File: config.mk
export PLATFORM = sky130hd
export DESIGN_NAME = bytemem_dma
export DESIGN_NICKNAME = d
export VERILOG_FILES = /design/src/rtl/bdma_pkg.sv /design/src/rtl/bdma_regs.sv /design/src/rtl/bdma_pack.sv /design/src/rtl/bdma_seq.sv /design/src/rtl/bytemem_dma.sv
export SDC_FILE = /design/constraint.sdc
export NUM_CORES = 1
export LEC_CHECK = 0
export BUFFER_PORTS_ARGS = -buffer_cell sky130_fd_sc_hd__buf_4
export CAP_MARGIN = 20
export CELL_PAD_IN_SITES_DETAIL_PLACEMENT = 0
export CELL_PAD_IN_SITES_GLOBAL_PLACEMENT = 2
export CORE_MARGIN = 1.5
export CORE_UTILIZATION = 31
export DETAILED_ROUTE_END_ITERATION = 16
export PLACE_DENSITY = 0.83
export SLEW_MARGIN = 20
export SYNTH_ARGS = -nofsm -noshare
export SYNTH_HDL_FRONTEND = slang
export SYNTH_SLANG_ARGS = --single-unit
File: constraint.sdc
create_clock -name clk -period 3 [get_ports clk]
set_clock_uncertainty 0.05 [all_clocks]
set_input_delay 0.3 -clock clk [delete_from_list [all_inputs] [get_ports clk]]
set_output_delay 0.3 -clock clk [all_outputs]
set_load 0.01 [all_outputs]
File: src/rtl/bdma_pkg.sv
// Shared types and register selects for the byte-memory DMA engine.
package bdma_pkg;
    localparam int BYTE_W = 8;
    localparam int WORD_W = 24;
    localparam int SEL_W  = 3;

    typedef enum logic [1:0] {
        FMT_PM24 = 2'b00,
        FMT_DM16 = 2'b01,
        FMT_HI8  = 2'b10,
        FMT_LO8  = 2'b11
    } fmt_e;

    typedef enum logic [2:0] {
        ST_IDLE,
        ST_ARB,
        ST_BYTE,
        ST_IMEM,
        ST_LOAD
    } seq_st_e;

    localparam logic [SEL_W-1:0] SEL_CTRL  = 3'd0;
    localparam logic [SEL_W-1:0] SEL_IADDR = 3'd1;
    localparam logic [SEL_W-1:0] SEL_EOFF  = 3'd2;
    localparam logic [SEL_W-1:0] SEL_WAIT  = 3'd3;
    localparam logic [SEL_W-1:0] SEL_COUNT = 3'd4;

    // Number of byte accesses that make up one word of the given format.
    function automatic logic [1:0] bytes_per_word(input fmt_e f);
        case (f)
            FMT_PM24: return 2'd3;
            FMT_DM16: return 2'd2;
            default:  return 2'd1;
        endcase
    endfunction
endpackage

File: src/rtl/bdma_regs.sv
// Configuration and progress registers. Holds format, direction, context
// bit, the combined page/offset address, internal address, wait count and
// word count. Assumes inc/dec pulses come only from the sequencer during a
// run; writes are refused while the count is nonzero.
module bdma_regs
    import bdma_pkg::*;
#(
    parameter int PAGE_W     = 8,
    parameter int OFF_W      = 14,
    parameter int IADDR_W    = 14,
    parameter int CNT_W      = 14,
    parameter int WAIT_W     = 3,
    parameter int REG_W      = 14,
    parameter int BOOT_COUNT = 32,
    parameter int RESET_WAIT = 7
) (
    input  logic                      clk,
    input  logic                      rst_n,
    input  logic                      boot_mode,
    input  logic                      reg_we,
    input  logic [SEL_W-1:0]          reg_sel,
    input  logic [REG_W-1:0]          reg_wdata,
    input  logic                      inc_ext,
    input  logic                      inc_int,
    input  logic                      dec_cnt,
    output fmt_e                      fmt,
    output logic                      dir,
    output logic                      ctx,
    output logic [PAGE_W+OFF_W-1:0]   ext_addr,
    output logic [IADDR_W-1:0]        int_addr,
    output logic [WAIT_W-1:0]         wait_cnt,
    output logic                      cnt_nz,
    output logic                      cnt_last
);
    localparam int EXT_W    = PAGE_W + OFF_W;
    localparam int PAGE_LSB = 4;

    logic [CNT_W-1:0] cnt;
    logic             wr_ok;

    assign cnt_nz   = (cnt != '0);
    assign cnt_last = (cnt == CNT_W'(1));
    assign wr_ok    = reg_we && !cnt_nz;

    // Register update: reset defaults, idle-time writes, run-time stepping.
    always_ff @(posedge clk) begin
        if (!rst_n) begin
            fmt      <= FMT_PM24;
            dir      <= 1'b0;
            ctx      <= boot_mode;
            ext_addr <= '0;
            int_addr <= '0;
            wait_cnt <= WAIT_W'(RESET_WAIT);
            cnt      <= boot_mode ? CNT_W'(BOOT_COUNT) : '0;
        end else begin
            if (wr_ok) begin
                case (reg_sel)
                    SEL_CTRL: begin
                        fmt <= fmt_e'(reg_wdata[1:0]);
                        dir <= reg_wdata[2];
                        ctx <= reg_wdata[3];
                        ext_addr[EXT_W-1 -: PAGE_W] <= reg_wdata[PAGE_LSB +: PAGE_W];
                    end
                    SEL_IADDR: int_addr <= reg_wdata[IADDR_W-1:0];
                    SEL_EOFF:  ext_addr[OFF_W-1:0] <= reg_wdata[OFF_W-1:0];
                    SEL_WAIT:  wait_cnt <= reg_wdata[WAIT_W-1:0];
                    SEL_COUNT: cnt <= reg_wdata[CNT_W-1:0];
                    default: ;
                endcase
            end
            if (inc_ext) ext_addr <= ext_addr + EXT_W'(1);
            if (inc_int) int_addr <= int_addr + IADDR_W'(1);
            if (dec_cnt) cnt      <= cnt - CNT_W'(1);
        end
    end
endmodule

File: src/rtl/bdma_pack.sv
// Byte packer/unpacker. A 24-bit shift register collects read bytes MSB
// first, or is loaded from an internal word and shifted out MSB first.
// Assumes at most one of load/shift_in/shift_out per cycle.
module bdma_pack
    import bdma_pkg::*;
(
    input  logic              clk,
    input  logic              rst_n,
    input  fmt_e              fmt,
    input  logic              load_word,
    input  logic              shift_in,
    input  logic              shift_out,
    input  logic [BYTE_W-1:0] byte_in,
    input  logic [WORD_W-1:0] word_in,
    output logic [BYTE_W-1:0] byte_out,
    output logic [WORD_W-1:0] word_out
);
    logic [WORD_W-1:0] sh;

    // Shift register: align a fetched word, or move one byte per access.
    always_ff @(posedge clk) begin
        if (!rst_n) begin
            sh <= '0;
        end else if (load_word) begin
            case (fmt)
                FMT_PM24: sh <= word_in;
                FMT_DM16: sh <= {word_in[15:0], 8'h00};
                FMT_HI8:  sh <= {word_in[15:8], 16'h0000};
                default:  sh <= {word_in[7:0], 16'h0000};
            endcase
        end else if (shift_in) begin
            sh <= {sh[15:0], byte_in};
        end else if (shift_out) begin
            sh <= {sh[15:0], 8'h00};
        end
    end

    assign byte_out = sh[WORD_W-1 -: BYTE_W];

    // Word assembly: place collected bytes per format, zero elsewhere.
    always_comb begin
        case (fmt)
            FMT_PM24: word_out = sh;
            FMT_DM16: word_out = {8'h00, sh[15:0]};
            FMT_HI8:  word_out = {8'h00, sh[7:0], 8'h00};
            default:  word_out = {16'h0000, sh[7:0]};
        endcase
    end
endmodule

File: src/rtl/bdma_seq.sv
// Transfer sequencer. Arbitrates each byte access against the processor,
// times strobes with the wait count, issues one internal request per word
// and raises the completion pulse. Assumes configuration is stable while
// cnt_nz is high.
module bdma_seq
    import bdma_pkg::*;
#(
    parameter int WAIT_W = 3
) (
    input  logic              clk,
    input  logic              rst_n,
    input  fmt_e              fmt,
    input  logic              dir,
    input  logic [WAIT_W-1:0] wait_cnt,
    input  logic              cnt_nz,
    input  logic              cnt_last,
    input  logic              core_ext_req,
    output logic              bm_rd,
    output logic              bm_wr,
    output logic              im_req,
    output logic              im_we,
    output logic              shift_in,
    output logic              shift_out,
    output logic              load_word,
    output logic              inc_ext,
    output logic              inc_int,
    output logic              dec_cnt,
    output logic              done_irq
);
    seq_st_e           state;
    logic [1:0]        byte_idx;
    logic [WAIT_W-1:0] wcnt;
    logic              byte_end;
    logic              word_bytes_done;
    logic              done_q;

    assign byte_end        = (state == ST_BYTE) && (wcnt == '0);
    assign word_bytes_done = byte_end && (byte_idx == bytes_per_word(fmt) - 2'd1);

    assign bm_rd     = (state == ST_BYTE) && !dir;
    assign bm_wr     = (state == ST_BYTE) && dir;
    assign im_req    = (state == ST_IMEM);
    assign im_we     = (state == ST_IMEM) && !dir;
    assign shift_in  = byte_end && !dir;
    assign shift_out = byte_end && dir;
    assign load_word = (state == ST_LOAD);
    assign inc_ext   = byte_end;
    assign inc_int   = im_req;
    assign dec_cnt   = ((state == ST_IMEM) && !dir) || (word_bytes_done && dir);
    assign done_irq  = done_q;

    // Completion pulse: registered on the decrement that empties the count.
    always_ff @(posedge clk) begin
        if (!rst_n) done_q <= 1'b0;
        else        done_q <= dec_cnt && cnt_last;
    end

    // State machine: idle, arbitrate, strobe, internal access, word load.
    always_ff @(posedge clk) begin
        if (!rst_n) begin
            state    <= ST_IDLE;
            byte_idx <= '0;
            wcnt     <= '0;
        end else begin
            case (state)
                ST_IDLE: begin
                    byte_idx <= '0;
                    if (cnt_nz) state <= dir ? ST_IMEM : ST_ARB;
                end
                ST_ARB: begin
                    if (!core_ext_req) begin
                        state <= ST_BYTE;
                        wcnt  <= wait_cnt;
                    end
                end
                ST_BYTE: begin
                    if (wcnt != '0) begin
                        wcnt <= wcnt - WAIT_W'(1);
                    end else if (word_bytes_done) begin
                        byte_idx <= '0;
                        if (dir) state <= cnt_last ? ST_IDLE : ST_IMEM;
                        else     state <= ST_IMEM;
                    end else begin
                        byte_idx <= byte_idx + 2'd1;
                        state    <= ST_ARB;
                    end
                end
                ST_IMEM: begin
                    if (dir) state <= ST_LOAD;
                    else     state <= cnt_last ? ST_IDLE : ST_ARB;
                end
                ST_LOAD: state <= ST_ARB;
                default: state <= ST_IDLE;
            endcase
        end
    end
endmodule

File: src/rtl/bytemem_dma.sv
// Byte-memory DMA engine top. Connects registers, sequencer and packer and
// derives the processor hold/restart handshake. Assumes internal read data
// arrives the cycle after a read request.
module bytemem_dma
    import bdma_pkg::*;
#(
    parameter int PAGE_W     = 8,
    parameter int OFF_W      = 14,
    parameter int IADDR_W    = 14,
    parameter int CNT_W      = 14,
    parameter int WAIT_W     = 3,
    parameter int REG_W      = 14,
    parameter int BOOT_COUNT = 32,
    parameter int RESET_WAIT = 7
) (
    input  logic                    clk,
    input  logic                    rst_n,
    input  logic                    boot_mode,
    input  logic                    reg_we,
    input  logic [SEL_W-1:0]        reg_sel,
    input  logic [REG_W-1:0]        reg_wdata,
    input  logic                    core_ext_req,
    output logic [PAGE_W+OFF_W-1:0] bm_addr,
    output logic                    bm_rd,
    output logic                    bm_wr,
    output logic [BYTE_W-1:0]       bm_wdata,
    input  logic [BYTE_W-1:0]       bm_rdata,
    output logic                    im_req,
    output logic                    im_we,
    output logic                    im_dm,
    output logic [IADDR_W-1:0]      im_addr,
    output logic [WORD_W-1:0]       im_wdata,
    input  logic [WORD_W-1:0]       im_rdata,
    output logic                    busy,
    output logic                    done_irq,
    output logic                    core_hold,
    output logic                    core_restart
);
    fmt_e              fmt;
    logic              dir, ctx, cnt_nz, cnt_last;
    logic [WAIT_W-1:0] wait_cnt;
    logic              inc_ext, inc_int, dec_cnt;
    logic              shift_in, shift_out, load_word;

    bdma_regs #(
        .PAGE_W(PAGE_W), .OFF_W(OFF_W), .IADDR_W(IADDR_W), .CNT_W(CNT_W),
        .WAIT_W(WAIT_W), .REG_W(REG_W), .BOOT_COUNT(BOOT_COUNT),
        .RESET_WAIT(RESET_WAIT)
    ) regs_i (
        .clk(clk), .rst_n(rst_n), .boot_mode(boot_mode),
        .reg_we(reg_we), .reg_sel(reg_sel), .reg_wdata(reg_wdata),
        .inc_ext(inc_ext), .inc_int(inc_int), .dec_cnt(dec_cnt),
        .fmt(fmt), .dir(dir), .ctx(ctx), .ext_addr(bm_addr),
        .int_addr(im_addr), .wait_cnt(wait_cnt),
        .cnt_nz(cnt_nz), .cnt_last(cnt_last)
    );

    bdma_seq #(.WAIT_W(WAIT_W)) seq_i (
        .clk(clk), .rst_n(rst_n), .fmt(fmt), .dir(dir), .wait_cnt(wait_cnt),
        .cnt_nz(cnt_nz), .cnt_last(cnt_last), .core_ext_req(core_ext_req),
        .bm_rd(bm_rd), .bm_wr(bm_wr), .im_req(im_req), .im_we(im_we),
        .shift_in(shift_in), .shift_out(shift_out), .load_word(load_word),
        .inc_ext(inc_ext), .inc_int(inc_int), .dec_cnt(dec_cnt),
        .done_irq(done_irq)
    );

    bdma_pack pack_i (
        .clk(clk), .rst_n(rst_n), .fmt(fmt),
        .load_word(load_word), .shift_in(shift_in), .shift_out(shift_out),
        .byte_in(bm_rdata), .word_in(im_rdata),
        .byte_out(bm_wdata), .word_out(im_wdata)
    );

    assign busy         = cnt_nz;
    assign im_dm        = (fmt != FMT_PM24);
    assign core_hold    = cnt_nz && ctx;
    assign core_restart = done_irq && ctx;
endmodule

== Yosys cells after proc, flatten, opt, wreduce, memory -nomap -nowiden ==
Index checks and enable logic that the tools add are counted.

* Word-level logic and storage cells: 116
* Register bits after elaboration: 90
* Bits of input ports: 54

* Reduce and logical (&&, ||, !) cells: 40
* Mux-type cells: 37
* Equal/unequal tests: 20
* Add/sub/neg operators: 6

{| class="wikitable"
|+ Operators by type and width
! cell !! number
|-
| $pmux W24 S3 || 2
|-
| $mux W14 || 8
|-
| $mux W24 || 3
|-
| $mux W22 || 2
|-
| $mux W3 || 8
|-
| $add A22 B1 Y22 const B || 1
|-
| $reduce_and A2 Y1 || 8
|-
| $reduce_bool A2 Y1 || 8
|-
| $pmux W3 S5 || 1
|-
| $add A14 B1 Y14 const B || 1
|-
| $eq A14 B1 Y1 const B || 1
|-
| $reduce_bool A14 Y1 || 1
|-
| $sub A14 B1 Y14 const B || 1
|-
| $eq A3 B2 Y1 const B || 4
|-
| $logic_and A1 B1 Y1 || 12
|-
| $logic_not A3 Y1 || 3
|-
| $mux W2 || 4
|-
| $mux W8 || 1
|-
| $ne A2 B2 Y1 const B || 4
|-
| $pmux W2 S2 || 2
|-
| $eq A3 B1 Y1 const B || 2
|-
| $eq A3 B3 Y1 const B || 2
|-
| $mux W6 || 1
|-
| $ne A3 B1 Y1 const B || 2
|-
| other kinds (14) || 21
|}

== Longest topological paths before layout ==
Gate-level depths: netlist of run 1.

* Depth in word-level cells: 9
* Mapped depth: 10
* Mapped depth without buffers: 8

== Modules after synthesis ==
From an unflattened synthesis of run 1, not the netlist that was laid out.

* Cells, all modules: 699
* Area total of the unflattened synthesis: 5824.3 µm²

{| class="wikitable"
|+ By module, submodules not included
! module !! times used !! area each (µm²) !! cells each
|-
| bdma_regs || 1 || 3288.2 || 390
|-
| bdma_pack || 1 || 1830.5 || 222
|-
| bdma_seq || 1 || 686.9 || 84
|-
| bytemem_dma || 1 || 18.8 || 3
|}

== Worst setup path before layout of run 1 ==
Ideal clock, no wire load.

* Path kind: reg-to-reg
* Start: reg seq_i.wcnt[0]
* End: reg regs_i.cnt[0] (enable)
* Arrival time: 2.040 ns
* Stages on the path, launching flop included: 10
* Required time: 2.577 ns
* Path slack: 0.537 ns
* Cell sequence: dfxtp_1 > inv_1 > ha_1 > ha_1 > nor4bb_1 > clkbuf_1 > nand2_1 > o22ai_1 > clkbuf_1 > a311o_1

* Word-level cells in the longest chain between the ends: 7
* Elaborated cells between the ends (all ways): 8
* Classes of those cells: eq/ne: 2; reduce/logical: 6

{| class="wikitable"
|+ Ends and longest elaborated chain
! item !! line !! text
|-
| start, declared || bdma_seq.sv:32 || <nowiki>logic [WAIT_W-1:0] wcnt;</nowiki>
|-
| start signal, assigned || bdma_seq.sv:73 || <nowiki>wcnt <= wait_cnt;</nowiki>
|-
| start signal, assigned || bdma_seq.sv:78 || <nowiki>wcnt <= wcnt - WAIT_W'(1);</nowiki>
|-
| $logic_not A3 Y1 * || bdma_seq.sv:37 || <nowiki>assign byte_end = (state == ST_BYTE) && (wcnt == '0);</nowiki>
|-
| $logic_and A1 B1 Y1 * || bdma_seq.sv:37 ||
|-
| $logic_and A1 B1 Y1 * || bdma_seq.sv:38 || <nowiki>assign word_bytes_done = byte_end && (byte_idx == bytes_per_word(fmt) - 2'd1);</nowiki>
|-
| $logic_and A1 B1 Y1 * || bdma_seq.sv:49 || <nowiki>assign dec_cnt = ((state == ST_IMEM) && !dir) || (word_bytes_done && dir);</nowiki>
|-
| $logic_or A1 B1 Y1 * || bdma_seq.sv:49 ||
|-
| $ne A3 B1 Y1 (no line) || -- ||
|-
| $reduce_and A2 Y1 (no line) * || -- ||
|-
| end signal, assigned || bdma_regs.sv:54 || <nowiki>cnt <= boot_mode ? CNT_W'(BOOT_COUNT) : '0;</nowiki>
|-
| end signal, assigned || bdma_regs.sv:67 || <nowiki>SEL_COUNT: cnt <= reg_wdata[CNT_W-1:0];</nowiki>
|-
| end signal, assigned || bdma_regs.sv:73 || <nowiki>if (dec_cnt) cnt <= cnt - CNT_W'(1);</nowiki>
|-
| end, declared || bdma_regs.sv:38 || <nowiki>logic [CNT_W-1:0] cnt;</nowiki>
|}

Mark *: on every way between the ends. The rest lies on a longest branch, timed or not.
A chain may end at the register's enable or synchronous reset.

== Worst setup path after layout of run 1 ==
* Start: reg seq_i.wcnt[0]
* End: reg regs_i.ext_addr[18]

* Word-level cells in the longest chain between the ends: 4
* Elaborated cells between the ends (all ways): 6
* Classes of those cells: mux: 1; reduce/logical: 5

{| class="wikitable"
|+ Ends and longest elaborated chain
! item !! line !! text
|-
| $logic_not A3 Y1 * || bdma_seq.sv:37 ||
|-
| $logic_and A1 B1 Y1 * || bdma_seq.sv:37 ||
|-
| $reduce_bool A2 Y1 (no line) || -- ||
|-
| $reduce_and A2 Y1 (no line) || -- ||
|-
| end signal, assigned by index || bdma_regs.sv:62 || <nowiki>ext_addr[EXT_W-1 -: PAGE_W] <= reg_wdata[PAGE_LSB +: PAGE_W];</nowiki>
|-
| end signal, assigned by index || bdma_regs.sv:65 || <nowiki>SEL_EOFF: ext_addr[OFF_W-1:0] <= reg_wdata[OFF_W-1:0];</nowiki>
|-
| end signal, assigned || bdma_regs.sv:71 || <nowiki>if (inc_ext) ext_addr <= ext_addr + EXT_W'(1);</nowiki>
|-
| end, declared || bdma_regs.sv:29 || <nowiki>output logic [PAGE_W+OFF_W-1:0] ext_addr,</nowiki>
|}

Marked as above.

==> impl_metrics.env, run 1 <==
export IMPL_detailedPlace_worstSlack_ns=0.543
export IMPL_synthesis_nets=748
export IMPL_gp_congestion=0.843
export IMPL_crit_path_top_delay_cell="nor4_1"
export IMPL_wire_length_per_cell_after_detailed_routing_um=18.3
export IMPL_finalSetupViolCount=0
export IMPL_distinct_cell_type_count_after_synthesis=66
export IMPL_core_area_mm2=0.0172
export IMPL_first_pass_grt_wire_length_um=29300
export IMPL_slew_at_the_pin_closest_to_its_max_slew_limit_ns=0.792
export IMPL_path_cells="inv_1 -> ha_1 -> ha_1 -> nand4bb_1 -> nor4_1 -> buf_4 -> nand4_1 -> a2bb2oi_1 -> a21oi_1"
export IMPL_muxShareOfSynthArea_pct=4.39
export IMPL_yosysMostFrequentCell="nand2_1"
export IMPL_routed_wl_um=18700
export IMPL_synth_compound_area_share_pct=21.7
export IMPL_die_area_mm2=0.0184
export IMPL_postCtsSetupRepairBufs=0
export IMPL_grt_start_max_net_pins=41
export IMPL_synth_common_cells="nand2_1 (76), dfxtp_1 (75), nor2_1 (69)"
export IMPL_tot_pwr_mw=3.15
export IMPL_instances_no_fill=1022
export IMPL_die_y_um=136
export IMPL_synth_area_per_cell_um2=7.93
export IMPL_dp_hpwl_um=13800
export IMPL_synth_yosys_seq_area_share_pct=35.8
export IMPL_vdd_drop_max_mv=0.277
export IMPL_timing_hold_violations_final=0
export IMPL_worstSetupStartpoint="seq_i.wcnt[0]"
export IMPL_port_bufs=130
export IMPL_drc_errors=0
export IMPL_worst_setup_ep="regs_i.ext_addr[18]"
export IMPL_track_usage_pct=20.5
export IMPL_largest_family_of_logic_cells_by_synthesized_area="simple AND/OR/NAND/NOR gates"
export IMPL_antenna_cells_inserted=0
export IMPL_synthCells=687
export IMPL_crit_path_max_fanout=8
export IMPL_pwr_density_cell_mw_per_mm2=453
export IMPL_share_of_layout_cells_above_drive_strength_1_pct=22.6
export IMPL_clock_slew_seen_by_the_registers_of_the_worst_setup_and_hold_paths_ns=0.07
export IMPL_synthTopCellsByArea="dfxtp_1 (28%), edfxtp_1 (8.3%), nand2_1 (5.2%)"
export IMPL_start_util_pct=31.6
export IMPL_dp_cells=1007
export IMPL_max_slew_margin_pct=47.1
export IMPL_post_synth_edffs=15
export IMPL_rows=48
export IMPL_critPathArrivalTime_ns=2.69
export IMPL_synth_xor_area_share_pct=2.09
export IMPL_r2r_setup_slack_ns=0.53
export IMPL_area_growth_from_synthesis_to_layout_pct=27.5
export IMPL_r2r_start="seq_i.wcnt[0]"
export IMPL_cts_tree="done"
export IMPL_timing_critical_path_slowest_cell_delay_ns=0.48
export IMPL_leakagePower_nw=2.56
export IMPL_clk_path_buf_depth=2
export IMPL_run_status="completed"
export IMPL_final_period_utilization_pct=82.2
export IMPL_finalMaxSlewViolations=0
export IMPL_final_antenna_net_count=0
export IMPL_cell_type_with_the_largest_total_area_after_synthesis="dfxtp_1"
export IMPL_tritoncts_num_sinks=90
export IMPL_count_of_cells_resized_by_post_cts_repair=0
export IMPL_critical_path_endpoint_type="register"
export IMPL_synth_simple_area_share_pct=28.6
export IMPL_vias_per_std_cell=5.57
export IMPL_timing_final_crit_period_ns=2.47
export IMPL_top_area_cell_type_share_of_the_netlist_area_pct=27.6
export IMPL_worst_endpoint_required_ns=3.22
export IMPL_worst_reg2reg_path_length_in_cells=9
export IMPL_hold_path_class="input pin to register"
export IMPL_rsz0062_at_grt="no"
export IMPL_first_pass_iters=6
export IMPL_main_synth_ff_type="dfxtp_1"
export IMPL_clockRootBuffer="clkbuf_16"
export IMPL_die_x_um=136
export IMPL_maxClockFrequency_mhz=405
export IMPL_clock_tree_htree_level_count=3
export IMPL_clock_latency_ns=0.35
export IMPL_detail_route_iter0_violations=584
export IMPL_globalRouteOverflowTotal=0
export IMPL_post_dp_cell_area_mm2=0.00662
export IMPL_drv_cap=0
export IMPL_ctsHoldBuffers=0
export IMPL_synth_adder_area_share_pct=1.61
export IMPL_vias_in_the_first_global_route=5324
export IMPL_crit_path_frequent_cell="ha_1"
export IMPL_synthesized_area_mm2=0.00545
export IMPL_post_route_util_pct=40.3
export IMPL_fin_setup_tns_ns=0
export IMPL_worstSetupStartpointType="register"
export IMPL_asyncSetResetFlopFracSynth_pct=0
export IMPL_post_route_worst_setup_slack_ns=0.533
export IMPL_fin_nets=854
export IMPL_grt_antenna_before_repair=0
export IMPL_hold_slack_ns=0.195
export IMPL_number_of_clock_buffers_inserted_by_tritoncts=9
export IMPL_synth_seq_cells=90
export IMPL_timing_rr_end="regs_i.ext_addr[18]"
export IMPL_yosys_warnings=0
export IMPL_top_level_ports=131
export IMPL_stdcell_area_mm2=0.00695
export IMPL_route_vias_total=5689
export IMPL_worst_setup_path_type="register to register"
## placed cells by master, fill, tap and decap left out, types with 8 or more instances in the layout
cell type | netlist | routed
nand4_1 | 13 | 13
a31oi_1 | 15 | 15
clkbuf_16 | 0 | 11
nor3_1 | 22 | 22
a221oi_1 | 10 | 10
a22oi_1 | 11 | 11
mux2i_1 | 16 | 16
nor2_1 | 69 | 69
and2_1 | 23 | 23
nand3_1 | 37 | 37
a211oi_1 | 10 | 10
edfxtp_1 | 15 | 15
o21ai_0 | 31 | 31
a222oi_1 | 9 | 9
xnor2_1 | 8 | 8
and3_1 | 8 | 8
buf_4 | 8 | 146
a21oi_1 | 45 | 45
inv_1 | 21 | 21
o22ai_1 | 13 | 12
nand2_1 | 76 | 76
dfxtp_1 | 75 | 75
## cells by family after synthesis
kind of cell | Yosys count
AO/OA/AOI/OAI | 179
XOR/XNOR | 13
adder cells (fa/ha/maj) | 7
buffers and inverters | 73
flip-flops | 90
multiplexers | 23
AND/OR/NAND/NOR | 302
## worst max-delay path: cells and delay by family (launching register included)
kind / cells / cell delay [ns]
flip-flops: 1 / 0.32
AND/OR/NAND/NOR: 3 / 1.06
buffers and inverters: 2 / 0.24
adder cells (fa/ha/maj): 2 / 0.39
AO/OA/AOI/OAI: 2 / 0.32
## report_power, final
part	total, mW	internal, mW	switching (mW)
logic	0.526	0.228	0.298
registers	1.37	1.29	0.0796
clock network	1.25	0.765	0.487
total	3.15	2.28	0.864
## sequential cells by signal, summed over array words and instances (netlist names)
signal and count:
regs_i.int_addr 14, seq_i.wcnt 3, regs_i.cnt 14, seq_i.state 3
seq_i.byte_idx 2, regs_i.fmt 2, regs_i.wait_cnt 3, regs_i.dir 1
pack_i.sh 24, seq_i.done_irq 1, regs_i.ctx 1, regs_i.ext_addr 22
## final cells by class
class                   instances  area (µm²)
fillers                      1743       10300
multi-input cells             524        3200
flip-flops and latches         90        1950
repair buffers                146        1100
clock buffers                  12         289
well taps                     225         282
inverters                      22        82.6
clock inverters                 3        41.3
## layer usage
metal,track usage [%],vias to the layer above,routed length [µm]
met5,0,-,0
met4,8.54,0,487
met3,3.22,32,1220
met2,33.1,225,8560
met1,27.2,2677,8450
li1,-,2755,-
## worst min-delay path by stage
stage	start	endpoint	slack (ns)	cells after the start
6_report	bm_rdata[3]	pack_i.sh[3]	0.20	3
5_1_grt	bm_rdata[0]	pack_i.sh[0]	0.20	3
4_1_cts	bm_rdata[3]	pack_i.sh[3]	0.19	3
3_5_place_dp	regs_i.wait_cnt[1]	regs_i.wait_cnt[1]	0.42	2
3_3_place_gp	regs_i.wait_cnt[2]	regs_i.wait_cnt[2]	0.41	2
2_1_floorplan	reg_wdata[0]	regs_i.wait_cnt[0]	0.37	2
Power figures use the tool's default switching activity.
==> run 2, diff against run 1 <==
- clock period: 3 -> 2.36 ns (I/O delays scaled with it)
==> impl_metrics.env, run 2 (same netlist as run 1, synthesis figures left out) <==
export IMPL_timing_hold_violations_final=0
export IMPL_r2r_setup_slack_ns=0.12
export IMPL_r2r_start="regs_i.cnt[11]"
export IMPL_routed_wl_um=19300
export IMPL_fin_nets=882
export IMPL_start_util_pct=31.6
export IMPL_max_slew_margin_pct=55.4
export IMPL_timing_final_crit_period_ns=2.24
export IMPL_post_route_util_pct=41.7
export IMPL_finalSetupViolCount=0
export IMPL_hold_slack_ns=0.0725
export IMPL_vias_in_the_first_global_route=5376
export IMPL_worst_setup_path_type="register to output port"
export IMPL_detailedPlace_worstSlack_ns=0.0812
export IMPL_first_pass_iters=6
export IMPL_fillCellCount=1758
export IMPL_dp_hpwl_um=14100
export IMPL_timing_rr_end="regs_i.int_addr[0]"
export IMPL_clock_tree_htree_level_count=3
export IMPL_rows=48
export IMPL_grt_start_max_net_pins=71
export IMPL_dp_cells=1028
export IMPL_min_path_cells=2
export IMPL_port_bufs=130
export IMPL_worst_hold_startpoint="rst_n"
export IMPL_track_usage_pct=20.8
export IMPL_clock_latency_ns=0.35
export IMPL_cts_tree="done"
export IMPL_worst_reg2reg_path_length_in_cells=6
export IMPL_mostFrequentLayoutCells="buf_4 (169), nand2_1 (75), dfxtp_1 (75)"
export IMPL_rsz0062_at_grt="yes"
export IMPL_pwr_density_cell_mw_per_mm2=539
export IMPL_top_register="pack_i.sh"
export IMPL_crit_path_max_fanout=6
export IMPL_final_seq_area_mm2=0.00195
export IMPL_drv_cap=0
export IMPL_vias_per_std_cell=5.54
export IMPL_layout_cells_most_common="buf_4"
export IMPL_antenna_cells_inserted=0
export IMPL_die_area_mm2=0.0184
export IMPL_leakagePower_nw=2.71
export IMPL_detail_route_iter0_violations=447
export IMPL_gp_congestion=0.828
export IMPL_ctsHoldBuffers=0
export IMPL_pwr_share_seq_pct=44.6
export IMPL_final_period_utilization_pct=94.9
export IMPL_drc_errors=0
export IMPL_power_frac_comb_pct=19.9
export IMPL_worstSetupStartpoint="regs_i.cnt[1]"
export IMPL_layout_top_registers="pack_i.sh: 24 flops, regs_i.ext_addr: 22 flops"
export IMPL_finalMaxSlewViolations=0
export IMPL_die_y_um=136
export IMPL_sw_share_pct=30.1
export IMPL_core_area_mm2=0.0172
export IMPL_area_growth_from_synthesis_to_layout_pct=31.9
export IMPL_largest_register_ffs=24
export IMPL_maxClockFrequency_mhz=446
export IMPL_tritoncts_num_sinks=90
export IMPL_multi_input_comb_area_mm2=0.00323
export IMPL_internal_power_mw=2.71
export IMPL_slew_at_the_pin_closest_to_its_max_slew_limit_ns=0.664
export IMPL_clkPwrFrac_pct=35.5
export IMPL_run_status="completed"
export IMPL_power_switching_mw=1.16
export IMPL_clock_slew_seen_by_the_registers_of_the_worst_setup_and_hold_paths_ns=0.07
export IMPL_route_vias_total=5820
export IMPL_first_pass_grt_wire_length_um=29600
export IMPL_hold_path_end="regs_i.wait_cnt[2]"
export IMPL_critPathArrivalTime_ns=1.95
export IMPL_die_x_um=136
export IMPL_grt_antenna_before_repair=0
export IMPL_vdd_drop_max_mv=0.394
export IMPL_clockRootBuffer="clkbuf_16"
export IMPL_globalRouteOverflowTotal=0
export IMPL_top_level_ports=131
export IMPL_final_antenna_net_count=0
export IMPL_wire_length_per_cell_after_detailed_routing_um=18.4
export IMPL_number_of_clock_buffers_inserted_by_tritoncts=9
export IMPL_worstSetupStartpointType="register"
export IMPL_instances_no_fill=1051
export IMPL_hold_path_class="input pin to register"
export IMPL_worst_endpoint_required_ns=2.07
export IMPL_post_route_worst_setup_slack_ns=0.120
export IMPL_clk_path_buf_depth=2
export IMPL_share_of_layout_cells_above_drive_strength_1_pct=25.9
export IMPL_critical_path_endpoint_type="output port"
==> run 2: through the flow <==
stage	cell area [µm²]	TNS [ns]	power, mW
after floorplan	5450	0	2.14
after global routing	7180	-0.0182	4.05
final	7180	0	3.87
after CTS	7090	0	3.87
after detailed placement	6810	0	2.49
after global placement	6810	0	2.48
==> run 2: power groups by stage <==
stage	combinational, mW	sequential, mW	clock, mW
2_1_floorplan	0.402	1.74	0
3_3_place_gp	0.728	1.76	0
3_5_place_dp	0.731	1.76	0
4_1_cts	0.736	1.73	1.40
5_1_grt	0.847	1.74	1.47
6_report	0.772	1.73	1.37
==> run 2: area by class of cell <==
| class | count | area share, % |
|---|---|---|
| Tap cell | 225 | 3.92 |
| Sequential cell | 90 | 27.2 |
| Timing Repair Buffer | 174 | 19.1 |
| Multi-Input combinational cell | 524 | 44.9 |
| Clock buffer | 10 | 3.19 |
| Inverter | 22 | 1.15 |
| Clock inverter | 6 | 0.540 |
==> run 2: how the worst max path moves through the flow <==
stage | depth (start not counted) | slack [ns] | end
after floorplan | 9 | 0.11 | regs_i.cnt[0]
after global placement | 7 | 0.15 | regs_i.cnt[9]
after detailed placement | 7 | 0.08 | regs_i.cnt[2]
after CTS | 5 | 0.003 | busy
after global routing | 9 | -0.01 | regs_i.ext_addr[8]
final | 7 | 0.12 | core_hold
==> run 2: worst max-delay path, cell delays in order, from the launching register on <==
cell and delay (ns):
edfxtp_1 0.41, inv_1 0.13, ha_1 0.20, buf_4 0.16
nor3b_2 0.16, nand4_1 0.20, and2_1 0.21, buf_4 0.14
==> run 2: repair_timing <==
action	4_1_cts	5_1_grt
resized for setup	0	6
gates cloned	0	1
pin swaps	1	4
setup buffers	1	5
endpoints found under the setup margin	1	29
==> run 2: metal layers <==
layer | share of wire, % | global-route usage [%] | routed length [µm] | up-vias
li1 | - | - | - | 2818
met1 | 46 | 27.7 | 8890 | 2775
met2 | 46 | 33.8 | 8910 | 202
met3 | 5.5 | 3.18 | 1070 | 25
met4 | 2.2 | 7.77 | 432 | 0
met5 | 0 | 0 | 0 | -
